===== config.mk =====
export PLATFORM = sky130hd
export DESIGN_NAME = intclk_select
export DESIGN_NICKNAME = d
export VERILOG_FILES = /design/src/rtl/intclk_pkg.sv /design/src/rtl/intclk_rst_sync.sv /design/src/rtl/intclk_mode_decode.sv /design/src/rtl/intclk_mult_flag.sv /design/src/rtl/intclk_postscaler.sv /design/src/rtl/intclk_div4.sv /design/src/rtl/intclk_select.sv
export SDC_FILE = /design/constraint.sdc
export NUM_CORES = 1
export LEC_CHECK = 0
export BUFFER_PORTS_ARGS = -buffer_cell sky130_fd_sc_hd__buf_2
export CELL_PAD_IN_SITES_DETAIL_PLACEMENT = 1
export CELL_PAD_IN_SITES_GLOBAL_PLACEMENT = 1
export CORE_MARGIN = 10
export CORE_UTILIZATION = 44
export DETAILED_ROUTE_END_ITERATION = 10
export MAX_ROUTING_LAYER = met4
export PLACE_DENSITY_LB_ADDON = 0.1
export SLEW_MARGIN = 25
export SYNTH_ARGS = -nofsm -noshare
export SYNTH_HDL_FRONTEND = slang
export SYNTH_SLANG_ARGS = --single-unit

===== constraint.sdc =====
create_clock -name clk -period 3.45 [get_ports clk]
set_clock_uncertainty 0.15 [all_clocks]
set_input_delay 0.5175 -clock clk [delete_from_list [all_inputs] [get_ports clk]]
set_output_delay 0.5175 -clock clk [all_outputs]
set_load 0.05 [all_outputs]

===== src/rtl/intclk_pkg.sv =====
package intclk_pkg;

  localparam logic [3:0] MODE_RC_CKO  = 4'b0011;
  localparam logic [3:0] MODE_EXT_CKO = 4'b0100;
  localparam logic [3:0] MODE_EXT_IO  = 4'b0101;
  localparam logic [3:0] MODE_HS_X4   = 4'b0110;
  localparam logic [3:0] MODE_RC_IO   = 4'b0111;
  localparam logic [3:0] MODE_INT_IO  = 4'b1000;
  localparam logic [3:0] MODE_INT_CKO = 4'b1001;

  localparam logic [2:0] FSEL_LOW = 3'b000;
  localparam logic [2:0] FSEL_TOP = 3'b111;

  typedef struct packed {
    logic pin1_gpio;
    logic pin2_gpio;
    logic pin2_clkout;
  } pin_map_t;

endpackage


===== src/rtl/intclk_rst_sync.sv =====
module intclk_rst_sync (
  input  logic clk,
  input  logic rst_n,
  output logic rst_sync_n
);
  logic [1:0] stage_q;
  logic [1:0] stage_d;

  always_comb stage_d = {stage_q[0], 1'b1};

  always_ff @(posedge clk or negedge rst_n) begin
    if (!rst_n) stage_q <= 2'b00;
    else        stage_q <= stage_d;
  end

  assign rst_sync_n = stage_q[1];
endmodule


===== src/rtl/intclk_mode_decode.sv =====
module intclk_mode_decode
  import intclk_pkg::*;
(
  input  logic [3:0] mode_code,
  input  logic [2:0] freq_sel,
  input  logic       mult_sw,
  output pin_map_t   pins,
  output logic       mult_req,
  output logic       rb_req
);
  logic int_mode;
  logic top_rates;

  always_comb begin
    int_mode  = (mode_code == MODE_INT_IO) || (mode_code == MODE_INT_CKO);
    top_rates = freq_sel[2] & freq_sel[1];
    rb_req    = mult_sw & int_mode & top_rates;
    mult_req  = (mode_code == MODE_HS_X4) | rb_req;
    pins      = '0;
    case (mode_code)
      MODE_RC_CKO, MODE_EXT_CKO: pins.pin2_clkout = 1'b1;
      MODE_EXT_IO, MODE_RC_IO:   pins.pin2_gpio   = 1'b1;
      MODE_INT_CKO: begin
        pins.pin1_gpio   = 1'b1;
        pins.pin2_clkout = 1'b1;
      end
      MODE_INT_IO: begin
        pins.pin1_gpio = 1'b1;
        pins.pin2_gpio = 1'b1;
      end
      default: pins = '0;
    endcase
  end
endmodule


===== src/rtl/intclk_mult_flag.sv =====
module intclk_mult_flag (
  input  logic clk,
  input  logic rst_n,
  input  logic mult_req,
  input  logic rb_req,
  output logic mult_q,
  output logic rb_q
);
  logic mult_d;
  logic rb_d;

  always_comb begin
    mult_d = mult_req;
    rb_d   = rb_req;
  end

  always_ff @(posedge clk or negedge rst_n) begin
    if (!rst_n) begin
      mult_q <= 1'b0;
      rb_q   <= 1'b0;
    end else begin
      mult_q <= mult_d;
      rb_q   <= rb_d;
    end
  end
endmodule


===== src/rtl/intclk_postscaler.sv =====
module intclk_postscaler
  import intclk_pkg::*;
#(
  parameter int LF_DIV_LOG2 = 8
) (
  input  logic       clk,
  input  logic       rst_n,
  input  logic [2:0] freq_sel,
  input  logic       lf_src_fast,
  input  logic       slow_tick,
  output logic       clk_en,
  output logic       cur_slow
);
  localparam int CW = (LF_DIV_LOG2 > 6) ? LF_DIV_LOG2 : 6;
  localparam int LW = $clog2(CW + 1);

  logic          slow_q, slow_d;
  logic [LW-1:0] log2_q, log2_d;
  logic [CW-1:0] cnt_q, cnt_d;
  logic [CW-1:0] term_mask;
  logic          req_slow;
  logic [LW-1:0] req_log2;

  for (genvar i = 0; i < CW; i++) begin : g_mask
    assign term_mask[i] = (LW'(i) < log2_q);
  end

  always_comb begin
    req_slow = (freq_sel == FSEL_LOW) && !lf_src_fast;
    if (freq_sel == FSEL_LOW) req_log2 = LW'(LF_DIV_LOG2);
    else                      req_log2 = LW'(FSEL_TOP - freq_sel);
    clk_en = slow_q ? slow_tick : (cnt_q == term_mask);
    slow_d = slow_q;
    log2_d = log2_q;
    cnt_d  = cnt_q;
    if (clk_en) begin
      slow_d = req_slow;
      log2_d = req_log2;
      cnt_d  = '0;
    end else if (!slow_q) begin
      cnt_d = cnt_q + CW'(1);
    end
  end

  always_ff @(posedge clk or negedge rst_n) begin
    if (!rst_n) begin
      slow_q <= 1'b0;
      log2_q <= '0;
      cnt_q  <= '0;
    end else begin
      slow_q <= slow_d;
      log2_q <= log2_d;
      cnt_q  <= cnt_d;
    end
  end

  assign cur_slow = slow_q;
endmodule


===== src/rtl/intclk_div4.sv =====
module intclk_div4 (
  input  logic clk,
  input  logic rst_n,
  input  logic tick,
  output logic phase_hi
);
  logic [1:0] cnt_q, cnt_d;

  always_comb cnt_d = tick ? cnt_q + 2'd1 : cnt_q;

  always_ff @(posedge clk or negedge rst_n) begin
    if (!rst_n) cnt_q <= 2'd0;
    else        cnt_q <= cnt_d;
  end

  assign phase_hi = cnt_q[1];
endmodule


===== src/rtl/intclk_select.sv =====
module intclk_select
  import intclk_pkg::*;
#(
  parameter int LF_DIV_LOG2 = 8
) (
  input  logic       clk,
  input  logic       rst_n,
  input  logic       slow_tick,
  input  logic [3:0] mode_code,
  input  logic [2:0] freq_sel,
  input  logic       mult_en_sw,
  input  logic       lf_src_fast,
  input  logic       pwrup_tmr_en,
  input  logic       fail_safe_en,
  input  logic       wdog_en,
  input  logic       two_speed_en,
  output logic       sys_clk_en,
  output logic       mult_active,
  output logic       mult_en_rb,
  output logic       clkout_div4,
  output logic       pin1_gpio,
  output logic       pin2_gpio,
  output logic       pin2_clkout,
  output logic       fast_osc_on,
  output logic       slow_osc_on
);
  logic     rst_sync_n;
  pin_map_t pins;
  logic     mult_req, rb_req;
  logic     cur_slow;
  logic     div4_hi;
  logic     req_low_slow;
  logic     aux_any;

  intclk_rst_sync u_rst (
    .clk(clk), .rst_n(rst_n), .rst_sync_n(rst_sync_n)
  );

  intclk_mode_decode u_dec (
    .mode_code(mode_code), .freq_sel(freq_sel), .mult_sw(mult_en_sw),
    .pins(pins), .mult_req(mult_req), .rb_req(rb_req)
  );

  intclk_mult_flag u_mult (
    .clk(clk), .rst_n(rst_sync_n), .mult_req(mult_req), .rb_req(rb_req),
    .mult_q(mult_active), .rb_q(mult_en_rb)
  );

  intclk_postscaler #(.LF_DIV_LOG2(LF_DIV_LOG2)) u_ps (
    .clk(clk), .rst_n(rst_sync_n), .freq_sel(freq_sel),
    .lf_src_fast(lf_src_fast), .slow_tick(slow_tick),
    .clk_en(sys_clk_en), .cur_slow(cur_slow)
  );

  intclk_div4 u_div4 (
    .clk(clk), .rst_n(rst_sync_n), .tick(sys_clk_en), .phase_hi(div4_hi)
  );

  always_comb begin
    req_low_slow = (freq_sel == FSEL_LOW) && !lf_src_fast;
    aux_any      = pwrup_tmr_en | fail_safe_en | wdog_en | two_speed_en;
    fast_osc_on  = !cur_slow || (freq_sel != FSEL_LOW) || lf_src_fast;
    slow_osc_on  = cur_slow || req_low_slow || aux_any;
    pin1_gpio    = pins.pin1_gpio;
    pin2_gpio    = pins.pin2_gpio;
    pin2_clkout  = pins.pin2_clkout;
    clkout_div4  = pins.pin2_clkout & div4_hi;
  end
endmodule


* Yosys cells after proc, flatten, opt, wreduce, memory -nomap -nowiden
Cells that the tools add are included.
** Word-level totals
- Flip-flop bits (word level) :: 19
- Bits of input ports :: 16
- Output and inout bits :: 9
** Operators by class
- Add/sub/neg operators :: 3
- Order comparisons :: 8
- Equality and inequality tests :: 9
- Multiplexer cells :: 7
- Bitwise gates (word level) :: 8
- Reductions and logical operators :: 13
** Operator list (number)
- 4-bit by 3-bit equality test with 1-bit output, second input constant :: 4
- 3-bit by 4-bit < comparator with 1-bit output, first input constant :: 4
- 8-bit two-way mux :: 2
- 8-bit by 1-bit adder with 8-bit output, second input constant :: 1
- 4-bit equality test, second input constant :: 2
- 8-bit equality test :: 1
- 1-bit by 4-bit < comparator with 1-bit output, first input constant :: 2
- 2-bit by 4-bit < comparator with 1-bit output, first input constant :: 2
- 3-bit OR reduction :: 2
- 1-bit logical OR :: 5
- 1-bit AND :: 4
- 4-bit by 2-bit equality test with 1-bit output, second input constant :: 1
- 1-bit two-way mux :: 4
- 4-bit two-way mux :: 1
- 1-bit bitwise OR :: 4
- 3-bit by 3-bit subtractor with 4-bit output, first input constant :: 1
- 3-bit logical NOT :: 1
- 3-bit nonzero test :: 1
- 2-bit by 1-bit adder with 2-bit output, second input constant :: 1
- 1-bit logical NOT :: 2
- 2-bit by 1-bit inequality test with 1-bit output, second input constant :: 1
- 2-bit OR reduction :: 1
- 1-bit logical AND :: 1

* Depth between registers and ports, before layout
- Depth after elaboration :: 5
- Mapped depth :: 7
- Depth with buffers taken out :: 5

* By module
A second synthesis with hierarchy kept.
** Second synthesis, totals
- Cell total of the unflattened synthesis :: 121
- Area, all modules :: 1228.7 µm²
** Modules (own cells, without submodules)
- intclk_postscaler :: times used 1, cells each 95, area an instance 928.4 µm²
- intclk_mode_decode :: times used 1, cells each 11, area an instance 95.1 µm²
- intclk_div4 :: times used 1, cells each 5, area an instance 71.3 µm²
- intclk_rst_sync :: times used 1, cells each 3, area an instance 53.8 µm²
- intclk_mult_flag :: times used 1, cells each 2, area an instance 50.0 µm²
- intclk_select :: times used 1, cells each 5, area an instance 30.0 µm²

* Worst setup path after synthesis
OpenSTA, ideal clock, no wires.
- Path kind :: register -> output
- Start point :: reg u_ps.log2_q[1]
- End point :: out sys_clk_en
- Arrival time :: 1.901 ns
- Data required time :: 2.782 ns
- Path slack :: 0.882 ns
- Cell stages (with the launch flop) :: 8
- Cell sequence :: dfrtp_1 > buf_6 > or4_1 > nor3_1 > o32a_2 > a31oi_4 > buf_6 > inv_1
** On the way
- Longest elaborated chain between the ends :: 3
- Elaborated cells on any way between the ends :: 10
** RTL lines
- from (decl) :: line intclk_postscaler.sv:18 : logic [LW-1:0] log2_q, log2_d;
- from (signal assigned) :: line intclk_postscaler.sv:52 : log2_q <= log2_d;
- 1-bit by 4-bit < comparator with 1-bit output (tied with other cells) :: line intclk_postscaler.sv:25 : assign term_mask[i] = (LW'(i) < log2_q);
- 8-bit equality test (*) :: line intclk_postscaler.sv:32 : clk_en = slow_q ? slow_tick : (cnt_q == term_mask);
- 1-bit two-way mux (*) :: line intclk_postscaler.sv:32
- to (decl) :: line intclk_select.sv:17 : output logic sys_clk_en,
Every way passes the cells marked *; elsewhere a longest branch is shown, timed or not.

* Final worst setup path
Ends and elaborated chain as after synthesis.

==> out/metrics.yaml <==
status: "complete, no violations"
hold_viol_final: 0
p_clk_share_pct: 29.7
path_class: "reg2out"
synthCells: 120
ctsResizeCount: 0
ant_nets: 0
fin_cells: 176
worstPathArrival_ns: 2.25
p_leak_nw: 0.647
grt_pass1_vias: 1023
post_cts_buffers: 0
power_uw: 381
fmax_mhz: 343
max_slew.worst_pin.slew_ns: 0.731
root_buffer: "clkbuf_4"
crit_path_max_fanout: 11
grt_max_degree: 18
hp-class: "reg2async"
setup_ws_ns: 0.532
place_area_um2: 1330
slew_viol_final: 0
drc_errors: 0
drt_pass1_iterations: 3
via_per_inst: 5.54
nets: 164
internal_power_uw: 282
antenna_found_initial: 0
track_usage_pct: 11.5
cp.buffers_inverters: 2
final_core_util_pct: 53.7
postCtsHoldBufs: 1
period_needed_ns: 2.92
drv_cap: 0
num_antenna_cells: 0
io_pins: 25
cts_buffer_depth: 2
min_period_over_period_pct: 84.6
clock_latency_ns: 0.30
hold_ws_ns: 0.160
die_area_um2: 5210
drtIter0Drc: 88
areaGrowthSynthToFinish_pct: 14.2
grt_pass1_wl_mm: 4.77
dp_hpwl_mm: 2.24
num_rows: 18
required_ns: 2.78
dp_cells: 171
numCtsBuffers: 3
path_delay_family: "compound AO/OA/AOI/OAI gates"
synth_seq_cells: 19
use_met2_pct: 19.0
tns_ns: 0
p_switching_uw: 99.6
htreeDepth: 1
start_util_pct: 47.1
met1_usage_pct: 13.6
yosysWarnings: 0
gr-usage-met3_pct: 2.59
numPortBuffers: 24
synthesis.nets: 137
synth_cell_types: 44
overflow: 0
powerDensity_nw_per_um2: 279
slew_headroom_pct: 51.3
avgSynthCellArea_um2: 9.98
ys_seq_area_share_pct: 39.7
setup_viol_count_final: 0
path_cells: "or3_1 > and4_4 > o32a_2 > a31oi_4 > inv_1 > buf_2"
grt_setup_unrepaired: "false"
die_h_um: 72.2
fillCellCount: 304
place_ws_ns: 0.866
synth_area_um2: 1200
path_clk_slew_ns: 0.12
peakVddDrop_v: 0.000216
clock_sinks: 19
p_seq_share_pct: 59.9
die_w_um: 72.2
cp_slowest_cell: "dfrtp_1"
cts_tree: "built"
grt-busiest-layer: "met2"
gp_congestion: 0.718
postLayoutCellArea_um2: 1370
reg2reg_slack_ns: 0.94
wl_per_cell_um: 16.2
combinationalPowerShare_pct: 10.4
switching_share_pct: 26.1
wl_mm: 2.84
critPathMaxStageDelay_ns: 0.49
via_count: 975
cp-end-kind: "output port"
drive_gt1_share_pct: 32.9
core_um2: 2540
start_kind: "flip-flop"
## state kept, by name, indices dropped and copies added (netlist names)
signal and flops:
u_mult.mult_q 1, u_ps.cur_slow 1, u_ps.log2_q 4, u_div4.cnt_q 2, u_ps.cnt_q 8, u_rst.stage_q 2
u_mult.rb_q 1
## cell usage in the layout (no fill, tap or decap), types with 2 or more instances in the layout
cell / netlist / layout
o211ai_1: 2 / 2
or3_1: 2 / 2
and3_1: 3 / 3
nor2_1: 10 / 10
dfrtp_1: 19 / 19
nand4_1: 4 / 4
a22o_1: 2 / 2
mux2_4: 2 / 2
nor2b_1: 2 / 2
inv_1: 6 / 6
buf_2: 2 / 24
or4_1: 3 / 3
a32o_1: 2 / 2
a2111o_1: 2 / 2
clkbuf_4: 0 / 3
nand2b_1: 2 / 2
xnor2_1: 7 / 7
nor3_1: 2 / 2
and2_2: 7 / 7
and2_1: 2 / 2
mux2_2: 2 / 2
nand2_1: 11 / 11
a21oi_1: 3 / 3
## logic make-up after synthesis
| kind of cell | Yosys count | synth area share [%] |
|---|---|---|
| other | 1 | 0.313 |
| adder cells (fa/ha/maj) | 1 | 1.04 |
| AO/OA/AOI/OAI | 21 | 17.2 |
| AND/OR/NAND/NOR | 56 | 26.9 |
| buffers and inverters | 10 | 4.60 |
| XOR/XNOR | 8 | 5.85 |
| multiplexers | 4 | 4.39 |
| flip-flops | 19 | 39.7 |
## Yosys cell counts, drive strengths merged
| cell | instances | share of area (%) |
|---|---|---|
| a2111o | 2 | 1.9 |
| a21boi | 1 | 0.63 |
| a21o | 1 | 0.63 |
| a21oi | 3 | 1.3 |
| a22o | 2 | 1.5 |
| a311o | 1 | 0.84 |
| a31o | 1 | 0.73 |
| a31oi | 2 | 2.3 |
| a32o | 2 | 1.7 |
| a32oi | 1 | 2.3 |
| and2 | 9 | 5.4 |
| and3 | 3 | 1.6 |
| and3b | 1 | 0.84 |
| and4 | 2 | 1.7 |
| buf | 4 | 2.7 |
| conb | 1 | 0.31 |
| dfrtp | 19 | 40 |
| ha | 1 | 1.0 |
| inv | 6 | 1.9 |
| mux2 | 4 | 4.4 |
| nand2 | 11 | 3.4 |
| nand2b | 2 | 1.0 |
| nand3 | 1 | 0.42 |
| nand4 | 4 | 2.1 |
| nor2 | 10 | 3.1 |
| nor2b | 2 | 1.0 |
| nor3 | 2 | 0.84 |
| nor3b | 1 | 0.63 |
| nor4 | 1 | 0.52 |
| o211ai | 2 | 1.3 |
| o221ai | 1 | 0.73 |
| o31ai | 1 | 0.63 |
| o32a | 1 | 0.94 |
| or2 | 1 | 0.52 |
| or3 | 2 | 1.0 |
| or3b | 1 | 0.73 |
| or4 | 3 | 1.9 |
| xnor2 | 7 | 5.1 |
| xor2 | 1 | 0.73 |
## layout make-up
| type | count | area [µm²] | area share, % |
|---|---|---|---|
| multi-input combinational | 91 | 667 | 48.8 |
| sequential | 19 | 475 | 34.8 |
| timing repair buffer | 26 | 138 | 10.1 |
| tap | 30 | 37.5 | 2.74 |
| clock buffer | 3 | 22.5 | 1.65 |
| inverter | 6 | 22.5 | 1.65 |
| clock inverter | 1 | 5.00 | 0.366 |
## power by group through the flow
stage | clock network, mW | logic, mW | registers, mW
after floorplan | 0 | 0.0205 | 0.234
after global placement | 0 | 0.0379 | 0.233
after detailed placement | 0 | 0.0391 | 0.233
after CTS | 0.119 | 0.0401 | 0.229
after global routing | 0.128 | 0.0433 | 0.229
final | 0.113 | 0.0395 | 0.228
## path summary, 6_finish.rpt
check                                  from                to  cells past startpoint
max in group asynchronous  u_rst.stage_q[1]    u_ps.log2_q[3]                      0
setup / recovery             u_ps.log2_q[1]        sys_clk_en                      6
setup reg to reg             u_ps.log2_q[1]    u_ps.log2_q[0]                      6
min in group clk           u_rst.stage_q[0]  u_rst.stage_q[1]                      0
hold reg to reg            u_rst.stage_q[1]     u_ps.cnt_q[1]                      0
hold / removal             u_rst.stage_q[1]     u_ps.cnt_q[1]                      0
## routing by layer
metal | share of wire [%] | up-vias
met3 | 2.5 | 4
li1 | - | 487
met1 | 48 | 468
met4 | 0.74 | 0
met2 | 48 | 16
met5 | 0 | -
No activity file was read; power rests on OpenSTA's default activity.
